**config.mk**
```make
export PLATFORM = sky130hd
export DESIGN_NAME = clk_startup_seq
export DESIGN_NICKNAME = d
export VERILOG_FILES = /design/src/rtl/clk_seq_pkg.sv /design/src/rtl/clk_seq_counter.sv /design/src/rtl/clk_seq_mode_dec.sv /design/src/rtl/clk_startup_seq.sv
export SDC_FILE = /design/constraint.sdc
export NUM_CORES = 1
export LEC_CHECK = 0
export ABC_AREA = 0
export CORE_ASPECT_RATIO = 2
export CORE_MARGIN = 2
export CORE_UTILIZATION = 50
export DETAILED_ROUTE_END_ITERATION = 16
export PLACE_DENSITY = 0.76
export SYNTH_ARGS = -nofsm -noshare
export SYNTH_HDL_FRONTEND = slang
export SYNTH_HIERARCHICAL = 1
export SYNTH_SLANG_ARGS = --single-unit
```
**constraint.sdc**
```tcl
create_clock -name clk -period 2.4 [get_ports clk]
set_clock_uncertainty 0.1 [all_clocks]
set_input_delay 0.48 -clock clk [delete_from_list [all_inputs] [get_ports clk]]
set_output_delay 0.48 -clock clk [all_outputs]
set_load 0.03 [all_outputs]
```
**src/rtl/clk_seq_pkg.sv**
```systemverilog
package clk_seq_pkg;

   typedef enum logic [2:0] {
      MODE_XTAL_LOW  = 3'd0,
      MODE_XTAL_MID  = 3'd1,
      MODE_XTAL_HIGH = 3'd2,
      MODE_XTAL_PLL  = 3'd3,
      MODE_RC        = 3'd4,
      MODE_EXT       = 3'd5,
      MODE_INTERNAL  = 3'd6,
      MODE_EXT_ALT   = 3'd7
   } src_mode_e;

   typedef enum logic [3:0] {
      SQ_BOOT     = 4'd0,
      SQ_WAIT     = 4'd1,
      SQ_EARLY    = 4'd2,
      SQ_HANDOFF  = 4'd3,
      SQ_RUN_PRI  = 4'd4,
      SQ_RUN_INT  = 4'd5,
      SQ_SLEEP    = 4'd6,
      SQ_IDLE_PRI = 4'd7,
      SQ_WAKE_DLY = 4'd8
   } seq_state_e;

endpackage

```
**src/rtl/clk_seq_counter.sv**
```systemverilog
module clk_seq_counter #(
   parameter int unsigned LIMIT = 4
) (
   input  logic clk,
   input  logic rst_n,
   input  logic run,
   input  logic inc,
   output logic done
);
   localparam int unsigned CW = (LIMIT > 1) ? $clog2(LIMIT) : 1;

   if (LIMIT < 1) begin : g_bad_limit
      $error("clk_seq_counter: LIMIT must be at least 1");
   end

   if (LIMIT == 1) begin : g_single
      // a single event finishes the interval, no storage needed
      assign done = run & inc;
   end else begin : g_count
      logic [CW-1:0] cnt_q;

      always_ff @(posedge clk or negedge rst_n) begin
         if (!rst_n)                                 cnt_q <= '0;
         else if (!run)                              cnt_q <= '0;
         else if (inc && (cnt_q != CW'(LIMIT - 1))) cnt_q <= cnt_q + 1'b1;
      end

      // done fires on the edge that consumes the LIMIT-th event
      assign done = run & inc & (cnt_q == CW'(LIMIT - 1));

      a_r10_cnt_restart: assert property (@(posedge clk) disable iff (!rst_n)
         $rose(run) |-> (cnt_q == '0));
   end

endmodule

```
**src/rtl/clk_seq_mode_dec.sv**
```systemverilog
module clk_seq_mode_dec
   import clk_seq_pkg::*;
(
   input  logic [2:0] mode,
   output logic       needs_count,
   output logic       on_internal
);
   src_mode_e m;

   always_comb begin
      m           = src_mode_e'(mode);
      needs_count = 1'b0;
      on_internal = 1'b0;
      unique case (m)
         MODE_XTAL_LOW, MODE_XTAL_MID,
         MODE_XTAL_HIGH, MODE_XTAL_PLL: needs_count = 1'b1;
         MODE_INTERNAL:                  on_internal = 1'b1;
         default:                        ;
      endcase
   end

endmodule

```
**src/rtl/clk_startup_seq.sv**
```systemverilog
module clk_startup_seq
   import clk_seq_pkg::*;
#(
   parameter int unsigned OST_CYCLES = 1024,
   parameter int unsigned CSD_CYCLES = 4
) (
   input  logic       clk,
   input  logic       rst_n,
   input  logic [2:0] pri_mode,
   input  logic       pri_tick,
   input  logic       two_speed_en,
   input  logic       failsafe_en,
   input  logic       pm_req,
   input  logic       pm_keep_pri,
   input  logic       wake,
   output logic       clk_sel,
   output logic       core_hold,
   output logic       pri_shutdown,
   output logic       pri_stable,
   output logic       int_stable
);
   if (OST_CYCLES < 1) begin : g_bad_ost
      $error("clk_startup_seq: OST_CYCLES must be at least 1");
   end
   if (CSD_CYCLES < 1) begin : g_bad_csd
      $error("clk_startup_seq: CSD_CYCLES must be at least 1");
   end

   seq_state_e state_q, state_d;
   logic       dest_pri_q, dest_pri_d;
   logic       from_idle_q, from_idle_d;
   logic       needs_count, on_internal, fast_start;
   logic       ost_run, ost_done, dly_run, dly_done;

   clk_seq_mode_dec u_dec (
      .mode        (pri_mode),
      .needs_count (needs_count),
      .on_internal (on_internal)
   );

   assign ost_run = (state_q == SQ_WAIT) || (state_q == SQ_EARLY);
   assign dly_run = (state_q == SQ_WAKE_DLY);

   clk_seq_counter #(.LIMIT(OST_CYCLES)) u_ost (
      .clk (clk), .rst_n (rst_n), .run (ost_run), .inc (pri_tick), .done (ost_done)
   );

   clk_seq_counter #(.LIMIT(CSD_CYCLES)) u_dly (
      .clk (clk), .rst_n (rst_n), .run (dly_run), .inc (1'b1), .done (dly_done)
   );

   assign fast_start = two_speed_en | failsafe_en;

   always_comb begin
      state_d     = state_q;
      dest_pri_d  = dest_pri_q;
      from_idle_d = from_idle_q;
      unique case (state_q)
         SQ_BOOT: begin
            if (on_internal)       state_d = SQ_RUN_INT;
            else if (!needs_count) state_d = SQ_HANDOFF;
            else if (fast_start)   state_d = SQ_EARLY;
            else                   state_d = SQ_WAIT;
         end
         SQ_WAIT:    if (ost_done) state_d = SQ_HANDOFF;
         SQ_EARLY: begin
            // entering a low-power mode before the primary is ready stops it
            if (pm_req)        state_d = SQ_SLEEP;
            else if (ost_done) state_d = SQ_HANDOFF;
         end
         SQ_HANDOFF: state_d = SQ_RUN_PRI;
         SQ_RUN_PRI: if (pm_req) state_d = pm_keep_pri ? SQ_IDLE_PRI : SQ_SLEEP;
         SQ_RUN_INT: if (pm_req) state_d = SQ_SLEEP;
         SQ_SLEEP: begin
            if (wake) begin
               if (on_internal) begin
                  state_d = SQ_WAKE_DLY; dest_pri_d = 1'b0; from_idle_d = 1'b0;
               end else if (!needs_count) begin
                  state_d = SQ_WAKE_DLY; dest_pri_d = 1'b1; from_idle_d = 1'b0;
               end else if (fast_start) begin
                  state_d = SQ_EARLY;
               end else begin
                  state_d = SQ_WAIT;
               end
            end
         end
         SQ_IDLE_PRI: begin
            if (wake) begin
               state_d = SQ_WAKE_DLY; dest_pri_d = 1'b1; from_idle_d = 1'b1;
            end
         end
         SQ_WAKE_DLY: if (dly_done) state_d = dest_pri_q ? SQ_RUN_PRI : SQ_RUN_INT;
         default:    state_d = SQ_BOOT;
      endcase
   end

   always_ff @(posedge clk or negedge rst_n) begin
      if (!rst_n) begin
         state_q     <= SQ_BOOT;
         dest_pri_q  <= 1'b0;
         from_idle_q <= 1'b0;
      end else begin
         state_q     <= state_d;
         dest_pri_q  <= dest_pri_d;
         from_idle_q <= from_idle_d;
      end
   end

   always_comb begin
      core_hold    = !((state_q == SQ_EARLY) || (state_q == SQ_RUN_PRI) ||
                       (state_q == SQ_RUN_INT));
      clk_sel      = (state_q == SQ_RUN_PRI) || (state_q == SQ_IDLE_PRI) ||
                     ((state_q == SQ_WAKE_DLY) && dest_pri_q);
      pri_shutdown = (state_q == SQ_SLEEP);
      pri_stable   = (state_q == SQ_HANDOFF) || (state_q == SQ_RUN_PRI) ||
                     (state_q == SQ_IDLE_PRI) ||
                     ((state_q == SQ_WAKE_DLY) && from_idle_q);
      int_stable   = (state_q == SQ_EARLY) || (state_q == SQ_RUN_INT) ||
                     ((state_q == SQ_WAKE_DLY) && !dest_pri_q);
   end

   // the select moves only after a cycle with the core held
   a_r5_sel_after_hold: assert property (@(posedge clk) disable iff (!rst_n)
      $rose(clk_sel) |-> $past(core_hold));

   // a stopped primary implies a held core and no stable source
   a_r6_shutdown_held: assert property (@(posedge clk) disable iff (!rst_n)
      pri_shutdown |-> (core_hold && !pri_stable && !int_stable && !clk_sel));

   // at most one source reports stable
   a_r4_single_stable: assert property (@(posedge clk) disable iff (!rst_n)
      !(pri_stable && int_stable));

   // shutdown is entered only from a running core
   a_r12_shutdown_from_run: assert property (@(posedge clk) disable iff (!rst_n)
      $rose(pri_shutdown) |-> !$past(core_hold));

endmodule

```
==> results of run 1 <==
==> per-stage QoR <==
step / setup slack [ns] / utilization [%]
detailed placement: 0.0430 / 59.4
CTS: 0.00871 / 61.4
global route: 0.000177 / 62.2
finish: 0.0814 / 62.2
global placement: 0.0648 / 59.4
floorplan: 0.408 / -
==> kinds of logic (layout without fill, tap and decap cells) <==
| kind of cell | count (synthesis) | count (layout) | synth area share, % |
|---|---|---|---|
| other cells | 1 | 3 | 0.267 |
| buf+inv | 14 | 37 | 6.23 |
| flops | 18 | 18 | 32.0 |
| fa+ha+maj | 2 | 2 | 1.78 |
| compound gates | 44 | 44 | 26.9 |
| simple gates | 72 | 72 | 30.7 |
| mux | 3 | 3 | 2.14 |
==> placed cells by master (no fill, tap or decap), types with 4 or more instances in the layout <==
master | netlist | routed
a211oi_1 | 5 | 5
a21oi_1 | 4 | 4
a31oi_1 | 6 | 6
buf_4 | 0 | 14
clkbuf_8 | 1 | 4
clkdlybuf4s50_1 | 0 | 11
dfrtp_1 | 18 | 14
dfrtp_2 | 0 | 4
inv_1 | 5 | 5
nand2_1 | 12 | 12
nand2b_1 | 8 | 8
nand3_1 | 7 | 7
nor2_1 | 14 | 14
o21ai_1 | 4 | 4
==> sequential cells by signal, summed over array words and instances, names as in the netlist <==
register             count
u_ost/g_count.cnt_q     10
state_q                  4
dest_pri_q               1
from_idle_q              1
u_dly/g_count.cnt_q      2
==> layer usage <==
| layer | share of wire [%] | vias up | track usage, % |
|---|---|---|---|
| met5 | 0 | - | 0 |
| met4 | 5.7 | 0 | 19.4 |
| met3 | 2.5 | 21 | 2.05 |
| met2 | 54 | 37 | 42.8 |
| met1 | 38 | 643 | 25.1 |
| li1 | - | 627 | - |
==> timing repair <==
item	in CTS	in global routing
setup endpoints to repair	4	3
resized for setup	3	4
buffers inserted	0	2
==> area by class of cell <==
type | count | area (um^2)
well taps | 29 | 36.3
repair buffers | 27 | 233
clock buffers | 4 | 55.1
fillers | 241 | 1020
inverters | 6 | 25.0
multi-input cells | 124 | 876
flip-flops and latches | 18 | 455
==> worst max-delay path by stage <==
stage | from | to | slack, ns | depth (start not counted)
4_1_cts | state_q[2] | pri_stable | 0.009 | 5
5_1_grt | state_q[1] | pri_stable | 0.0002 | 5
2_1_floorplan | state_q[0] | pri_stable | 0.41 | 4
6_report | state_q[1] | pri_stable | 0.08 | 5
3_3_place_gp | pri_mode[0] | state_q[0] | 0.06 | 6
3_5_place_dp | pri_mode[0] | state_q[0] | 0.04 | 6
==> power by group through the flow <==
stage          logic, W  registers (W)  clock network (W)
2_1_floorplan  0.000604       0.000411                  0
3_3_place_gp   0.000836       0.000478                  0
3_5_place_dp   0.000847       0.000482                  0
4_1_cts        0.000837       0.000477           0.000262
5_1_grt        0.000948       0.000479           0.000271
6_report       0.000872       0.000473           0.000253
==> impl_metrics.json, run 1 <==
{
  "drive_above_1_share_pct": 21.2,
  "ys_seq_area_share_pct": 32.0,
  "reg2reg_slack_ns": 0.21,
  "hp-start": "from_idle_q",
  "async_flop_share_pct": 100,
  "r2r_end": "state_q[0]",
  "die_h_um": 79,
  "pwr-share-seq_pct": 29.6,
  "clk_path_buf_depth": 2,
  "wirelength_um": 3700,
  "holdPathStages": 1,
  "cp_cell_sequence": "or4b_4 > inv_4 > nand2_1 > o21ai_1 > buf_4",
  "synth_area_um2": 1410,
  "status": "complete, no violations",
  "hold_violations": 0,
  "r2r-start": "state_q[1]",
  "hpwl_um": 2850,
  "finalPower_w": 0.00160,
  "dpl_cell_area_um2": 1610,
  "p_int_w": 0.000894,
  "grt_pass1_wl_um": 6200,
  "cts_sinks": 18,
  "ant_nets": 0,
  "synthTopCellsByArea": "dfrtp_1 (32%), nor2_1 (3.7%), nand2b_1 (3.6%)",
  "path_buf_inv": 2,
  "post-route-min-period_ns": 2.32,
  "grt-ovfl-total": 0,
  "syn_inst": 154,
  "synth_warnings": 6,
  "clkPwrFrac_pct": 15.8,
  "critPathLaunchType": "flop",
  "min_to": "from_idle_q",
  "die_area_um2": 3280,
  "grt_pass1_vias": 1353,
  "pwr_density_cell_nw_per_um2": 951,
  "ys_ff_latch": 18,
  "vias": 1328,
  "grt_start_max_net_pins": 19,
  "grt_usage_pct": 24.2,
  "boundaryPins": 16,
  "crit_family": "simple AND/OR/NAND/NOR gates",
  "crit_required_ns": 1.82,
  "place_inst": 202,
  "cts_buffers": 3,
  "synth_area_leader_cell": "dfrtp_1",
  "via_per_inst": 6.38,
  "setup_viol": 0,
  "clk_pin_slew_ns": 0.07,
  "maxSlewViolCount": 0,
  "antenna_found_initial": 0,
  "post-route-cell-area_um2": 1680,
  "firstDrtPassIters": 4,
  "drc": 0,
  "portBuffers": 15,
  "r2r_cells": 7,
  "max-vdd-ir-drop_v": 0.000457,
  "synth_ff_type": "dfrtp_1",
  "instances_no_fill": 208,
  "fp-row-count": 27,
  "comb_power_share_pct": 54.6,
  "core_um2": 2700,
  "crit_fanout": 11,
  "antenna_cells": 0,
  "nNetsFinal": 193,
  "cts_hold_buffers": 0,
  "slowest_stage": "or4b_4",
  "cpPeakStageDelay_ns": 0.55,
  "sw_frac_of_total_pct": 44.0,
  "synth_enable_flop_cells": 0,
  "cts_tree": "done",
  "netlist_top_cells_count": "dfrtp_1 (18), nor2_1 (14), nand2_1 (12)",
  "rsz0062_at_grt": "no",
  "clk_latency_ns": 0.26,
  "hp-class": "reg -> reg",
  "start_util_pct": 52.0,
  "wl_per_cell_um": 17.8,
  "htreeDepth": 1,
  "syn_to_final_growth_pct": 19.5,
  "fmax_mhz": 431,
  "gp_congestion": 0.969,
  "holdWs_ns": 0.434,
  "min_period_over_period_pct": 96.6,
  "die_w_um": 41.5,
  "tns_ns": 0,
  "crit_arrival_ns": 1.74,
  "crit_type": "reg -> out",
  "leakage_nw": 0.719,
  "drv_cap": 0,
  "synth_cell_types": 58,
  "synthesis.area_per_instance_um2": 9.13,
  "synth_top_area_share_pct": 32.0,
  "drtIter0Drc": 58,
  "netSwitchingPower_w": 0.000704,
  "synth_most_common_cell": "dfrtp_1",
  "end_kind": "output pin",
  "cts_root_buf": "clkbuf_8"
}
No activity file was read; power rests on OpenSTA's default activity.
==> run 2: changes to the inputs <==
--- a/config.mk
+++ b/config.mk
@@ -9,7 +9,9 @@
 export CORE_ASPECT_RATIO = 2
 export CORE_MARGIN = 2
 export CORE_UTILIZATION = 50
+export CTS_BUF_LIST = sky130_fd_sc_hd__clkbuf_8 sky130_fd_sc_hd__clkbuf_16
 export DETAILED_ROUTE_END_ITERATION = 16
+export HOLD_SLACK_MARGIN = 0.03
 export PLACE_DENSITY = 0.76
 export SYNTH_ARGS = -nofsm -noshare
 export SYNTH_HDL_FRONTEND = slang
==> constraint.sdc (replaced) <==
create_clock -name clk -period 2.6 [get_ports clk]
set_clock_uncertainty 0.1 [all_clocks]
set_input_delay 0.52 -clock clk [delete_from_list [all_inputs] [get_ports clk]]
set_output_delay 0.52 -clock clk [all_outputs]
set_load 0.03 [all_outputs]
==> run 2 against run 1 <==
Die area is the same. Power shrank 11%. Non-clock buffer count shrank 5. Global-route usage shrank 1.8 points. Clock power shrank 11%. Worst hold slack lost 0.0048 ns. Critical path depth shrank 1.
==> impl_metrics.json, run 2 (synthesis gave the netlist of run 1 again) <==
{
  "antenna_found_initial": 0,
  "via_per_inst": 6.39,
  "drc": 0,
  "end_kind": "output pin",
  "leakage_nw": 0.705,
  "gp_congestion": 0.873,
  "cts_sinks": 18,
  "top_regs": "u_ost/g_count.cnt_q: 10 flops, state_q: 4 flops, u_dly/g_count.cnt_q: 2 flops",
  "final_cell_mix": "dfrtp_1 (16), nor2_1 (14), nand2_1 (12), clkdlybuf4s50_1 (12), buf_4 (9)",
  "pwr_density_cell_nw_per_um2": 863,
  "critPathLaunchType": "flop",
  "grt_pass1_wl_um": 5860,
  "die_h_um": 79,
  "clk_path_buf_depth": 2,
  "cts_hold_buffers": 0,
  "portBuffers": 15,
  "cts_root_buf": "clkbuf_8",
  "htreeDepth": 1,
  "nNetsFinal": 188,
  "wirelength_um": 3470,
  "drtIter0Drc": 44,
  "grt_start_max_net_pins": 19,
  "start_util_pct": 52.0,
  "firstDrtPassIters": 4,
  "ant_nets": 0,
  "drive_above_1_share_pct": 17.8,
  "largest-register": "u_ost/g_count.cnt_q",
  "crit_fanout": 15,
  "fin_util_pct": 60.8,
  "tns_ns": 0,
  "antenna_cells": 0,
  "clk_pin_slew_ns": 0.07,
  "grt_pass1_vias": 1300,
  "max-vdd-ir-drop_v": 0.000403,
  "min_period_over_period_pct": 96.3,
  "post-route-min-period_ns": 2.50,
  "instances_no_fill": 203,
  "core_um2": 2700,
  "grt_usage_pct": 22.4,
  "crit_type": "reg -> out",
  "maxSlewViolCount": 0,
  "rsz0062_at_grt": "no",
  "setup_viol": 0,
  "place_inst": 199,
  "status": "complete, no violations",
  "hpwl_um": 2710,
  "grt-ovfl-total": 0,
  "crit_arrival_ns": 1.88,
  "largest_reg_flops": 10,
  "finalPower_w": 0.00142,
  "cts_tree": "done",
  "drv_cap": 0,
  "final_common_cell": "dfrtp_1",
  "hold_violations": 0,
  "boundaryPins": 16,
  "die_area_um2": 3280,
  "hp-class": "reg -> reg",
  "die_w_um": 41.5,
  "wl_per_cell_um": 17.1,
  "syn_to_final_growth_pct": 16.8,
  "crit_required_ns": 1.98,
  "fmax_mhz": 399,
  "reg2reg_slack_ns": 0.34,
  "clk_latency_ns": 0.25,
  "cts_buffers": 3,
  "vias": 1298,
  "fp-row-count": 27
}
run 2: metrics by stage:
step	instance area (um^2)	hold WS, ns	setup slack [ns]
2_1_floorplan	1410	0.124	0.568
3_3_place_gp	1580	0.399	0.232
3_5_place_dp	1580	0.403	0.207
4_1_cts	1640	0.416	0.0258
5_1_grt	1640	0.446	0.0540
6_report	1640	0.429	0.0956
run 2: timing repair:
action	4_1_cts	5_1_grt
setup endpoints to repair	1	2
resized for setup	1	2
buffers inserted	0	0
run 2: worst max-delay path, cell delays in order, from the launching register on:
cell and delay [ns]:
dfrtp_2 0.51, nand2b_1 0.25, mux2i_1 0.12, nand2b_1 0.10
clkdlybuf4s50_1 0.66
run 2: area by class of cell:
class                   count  area [um^2]
clock buffers               4         55.1
inverters                   6         22.5
repair buffers             22          200
well taps                  29         36.3
flip-flops and latches     18          453
multi-input cells         124          876
fillers                   236         1060
run 2: final timing paths:
| path | start | to | cells after the start |
|---|---|---|---|
| max in group asynchronous | rst_n | state_q[0] | 2 |
| setup reg to reg | state_q[3] | state_q[0] | 7 |
| min in group asynchronous | rst_n | dest_pri_q | 2 |
| hold / removal | u_ost/g_count.cnt_q[7] | u_ost/g_count.cnt_q[7] | 1 |
| hold reg to reg | u_ost/g_count.cnt_q[7] | u_ost/g_count.cnt_q[7] | 1 |
| setup / recovery | state_q[1] | core_hold | 4 |
run 2: per-layer routing:
metal / wire length (um) / track usage (%) / vias to the layer above / part of all wire (%)
li1: - / - / 615 / -
met1: 1270 / 23.1 / 640 / 37
met3: 94 / 1.36 / 6 / 2.7
met2: 2020 / 44.4 / 37 / 58
met4: 90 / 9.35 / 0 / 2.6
met5: 0 / 0 / - / 0
run 2: power by group:
| group | switching [W] | leakage (nW) | internal (W) |
|---|---|---|---|
| logic | 0.000421 | 0.438 | 0.000323 |
| clock network | 0.0000911 | 0.0288 | 0.000134 |
| registers | 0.000112 | 0.238 | 0.000336 |
| total | 0.000624 | 0.705 | 0.000794 |
==> run 3: changes to the inputs <==
--- a/config.mk
+++ b/config.mk
@@ -13,6 +13,7 @@
 export DETAILED_ROUTE_END_ITERATION = 16
 export HOLD_SLACK_MARGIN = 0.03
 export PLACE_DENSITY = 0.76
+export RECOVER_POWER = 25
 export SYNTH_ARGS = -nofsm -noshare
 export SYNTH_HDL_FRONTEND = slang
 export SYNTH_HIERARCHICAL = 1
==> run 3 against run 2 <==
Worst setup slack barely moved. Clock power barely moved. Flip-flop and latch count did not move. Worst hold slack did not move. Highest routed layer unchanged.
==> impl_metrics.json, run 3 (synthesis gave the netlist of run 1 again) <==
{
  "fillerInstances": 236,
  "wl_per_cell_um": 17.1,
  "path_buf_inv": 1,
  "r2r-start": "state_q[3]",
  "reg2reg_slack_ns": 0.34,
  "nNetsFinal": 188,
  "antenna_cells": 0,
  "fin_util_pct": 60.6,
  "final_common_cell": "dfrtp_1",
  "drc": 0,
  "grt_usage_pct": 22.4,
  "clk_path_buf_depth": 2,
  "crit_arrival_ns": 1.88,
  "cp_common_cell": "nand2b_1",
  "max-vdd-ir-drop_v": 0.000403,
  "setup_viol": 0,
  "min_to": "u_ost/g_count.cnt_q[7]",
  "holdPathStages": 1,
  "gp_congestion": 0.873,
  "grt_start_max_net_pins": 19,
  "grt-ovfl-total": 0,
  "ctsResizeCount": 1,
  "crit_fanout": 15,
  "worst-path-stages": 4,
  "grt_pass1_vias": 1300,
  "die_w_um": 41.5,
  "start_util_pct": 52.0,
  "cp_cell_sequence": "nand2b_1 > mux2i_1 > nand2b_1 > clkdlybuf4s50_1",
  "largest_reg_flops": 10,
  "cts_tree": "done",
  "die_area_um2": 3280,
  "antenna_found_initial": 0,
  "cts_hold_buffers": 0,
  "leakage_nw": 0.702,
  "min_period_over_period_pct": 96.3,
  "die_h_um": 79,
  "max_slew_margin_pct": 30.8,
  "hold_violations": 0,
  "post-route-min-period_ns": 2.50,
  "maxSlewViolCount": 0,
  "cpPeakStageDelay_ns": 0.66,
  "r2r_end": "state_q[0]",
  "syn_to_final_growth_pct": 16.5,
  "slowest_stage": "clkdlybuf4s50_1",
  "grt_pass1_wl_um": 5860,
  "critPathLaunchType": "flop",
  "cts_sinks": 18,
  "tightestPinTransition_ns": 1.04,
  "cts_buffers": 3,
  "boundaryPins": 16,
  "core_um2": 2700,
  "crit_family": "buffers and inverters",
  "wirelength_um": 3470,
  "status": "complete, no violations",
  "largest-register": "u_ost/g_count.cnt_q",
  "final_cell_mix": "dfrtp_1 (16), nor2_1 (14), nand2_1 (12)",
  "firstDrtPassIters": 4,
  "register_area_um2": 453,
  "drv_cap": 0,
  "drive_above_1_share_pct": 17.2,
  "tns_ns": 0,
  "crit_required_ns": 1.98,
  "clk_latency_ns": 0.25,
  "fp-row-count": 27,
  "fmax_mhz": 399,
  "end_kind": "output pin",
  "postCtsSetupBuffers": 0,
  "cts_root_buf": "clkbuf_8",
  "vias": 1299,
  "clk_pin_slew_ns": 0.07,
  "holdWs_ns": 0.429,
  "multi_input_area_um2": 876,
  "via_per_inst": 6.40,
  "top_regs": "u_ost/g_count.cnt_q: 10 flops, state_q: 4 flops, u_dly/g_count.cnt_q: 2 flops",
  "drtIter0Drc": 44,
  "hp-start": "u_ost/g_count.cnt_q[7]",
  "ant_nets": 0,
  "instances_no_fill": 203,
  "r2r_cells": 7,
  "hpwl_um": 2710,
  "portBuffers": 15,
  "hp-class": "reg -> reg",
  "pwr_density_cell_nw_per_um2": 864,
  "crit_type": "reg -> out",
  "rsz0062_at_grt": "no",
  "htreeDepth": 1,
  "place_inst": 199
}
-- run 3: changes by cell type in the layout (fill, tap and decap cells not counted) --
cell,change
buf_4,-1
clkdlybuf4s50_1,-1
clkbuf_1,+1
dlygate4sd3_1,+1
-- run 3: worst max path at each step --
| stage | from | endpoint | slack (ns) |
|---|---|---|---|
| after detailed placement | pri_mode[0] | state_q[0] | 0.21 |
| after floorplan | state_q[0] | pri_stable | 0.57 |
| after CTS | state_q[0] | core_hold | 0.03 |
| final | state_q[1] | core_hold | 0.1 |
| after global routing | state_q[1] | core_hold | 0.05 |
| after global placement | pri_mode[0] | state_q[0] | 0.23 |
-- run 3: final cells by class --
type                    count  area share (%)
clock buffers               4            3.36
inverters                   6            1.37
multi-input cells         124            53.4
flip-flops and latches     18            27.6
well taps                  29            2.21
repair buffers             22            12.0
-- run 3: per-layer routing --
metal	global-route usage [%]	vias up	wire length [um]
met5	0	-	0
met4	9.35	0	90
met3	1.36	6	94
met2	44.4	37	2020
met1	23.1	641	1270
li1	-	615	-
-- run 3: through the flow --
step,total power (W),worst slack (ns),cell area (um^2)
2_1_floorplan,0.000936,0.568,1410
3_3_place_gp,0.00118,0.232,1580
3_5_place_dp,0.00119,0.207,1580
4_1_cts,0.00142,0.0258,1640
5_1_grt,0.00150,0.0540,1640
6_report,0.00142,0.0958,1640
-- run 3: report_power, final --
part	switching (W)	internal, W	total, W	leakage, nW
Combinational	0.000421	0.000322	0.000743	0.435
Clock	0.0000911	0.000134	0.000225	0.0288
Sequential	0.000112	0.000336	0.000448	0.238
Total	0.000624	0.000793	0.00142	0.702
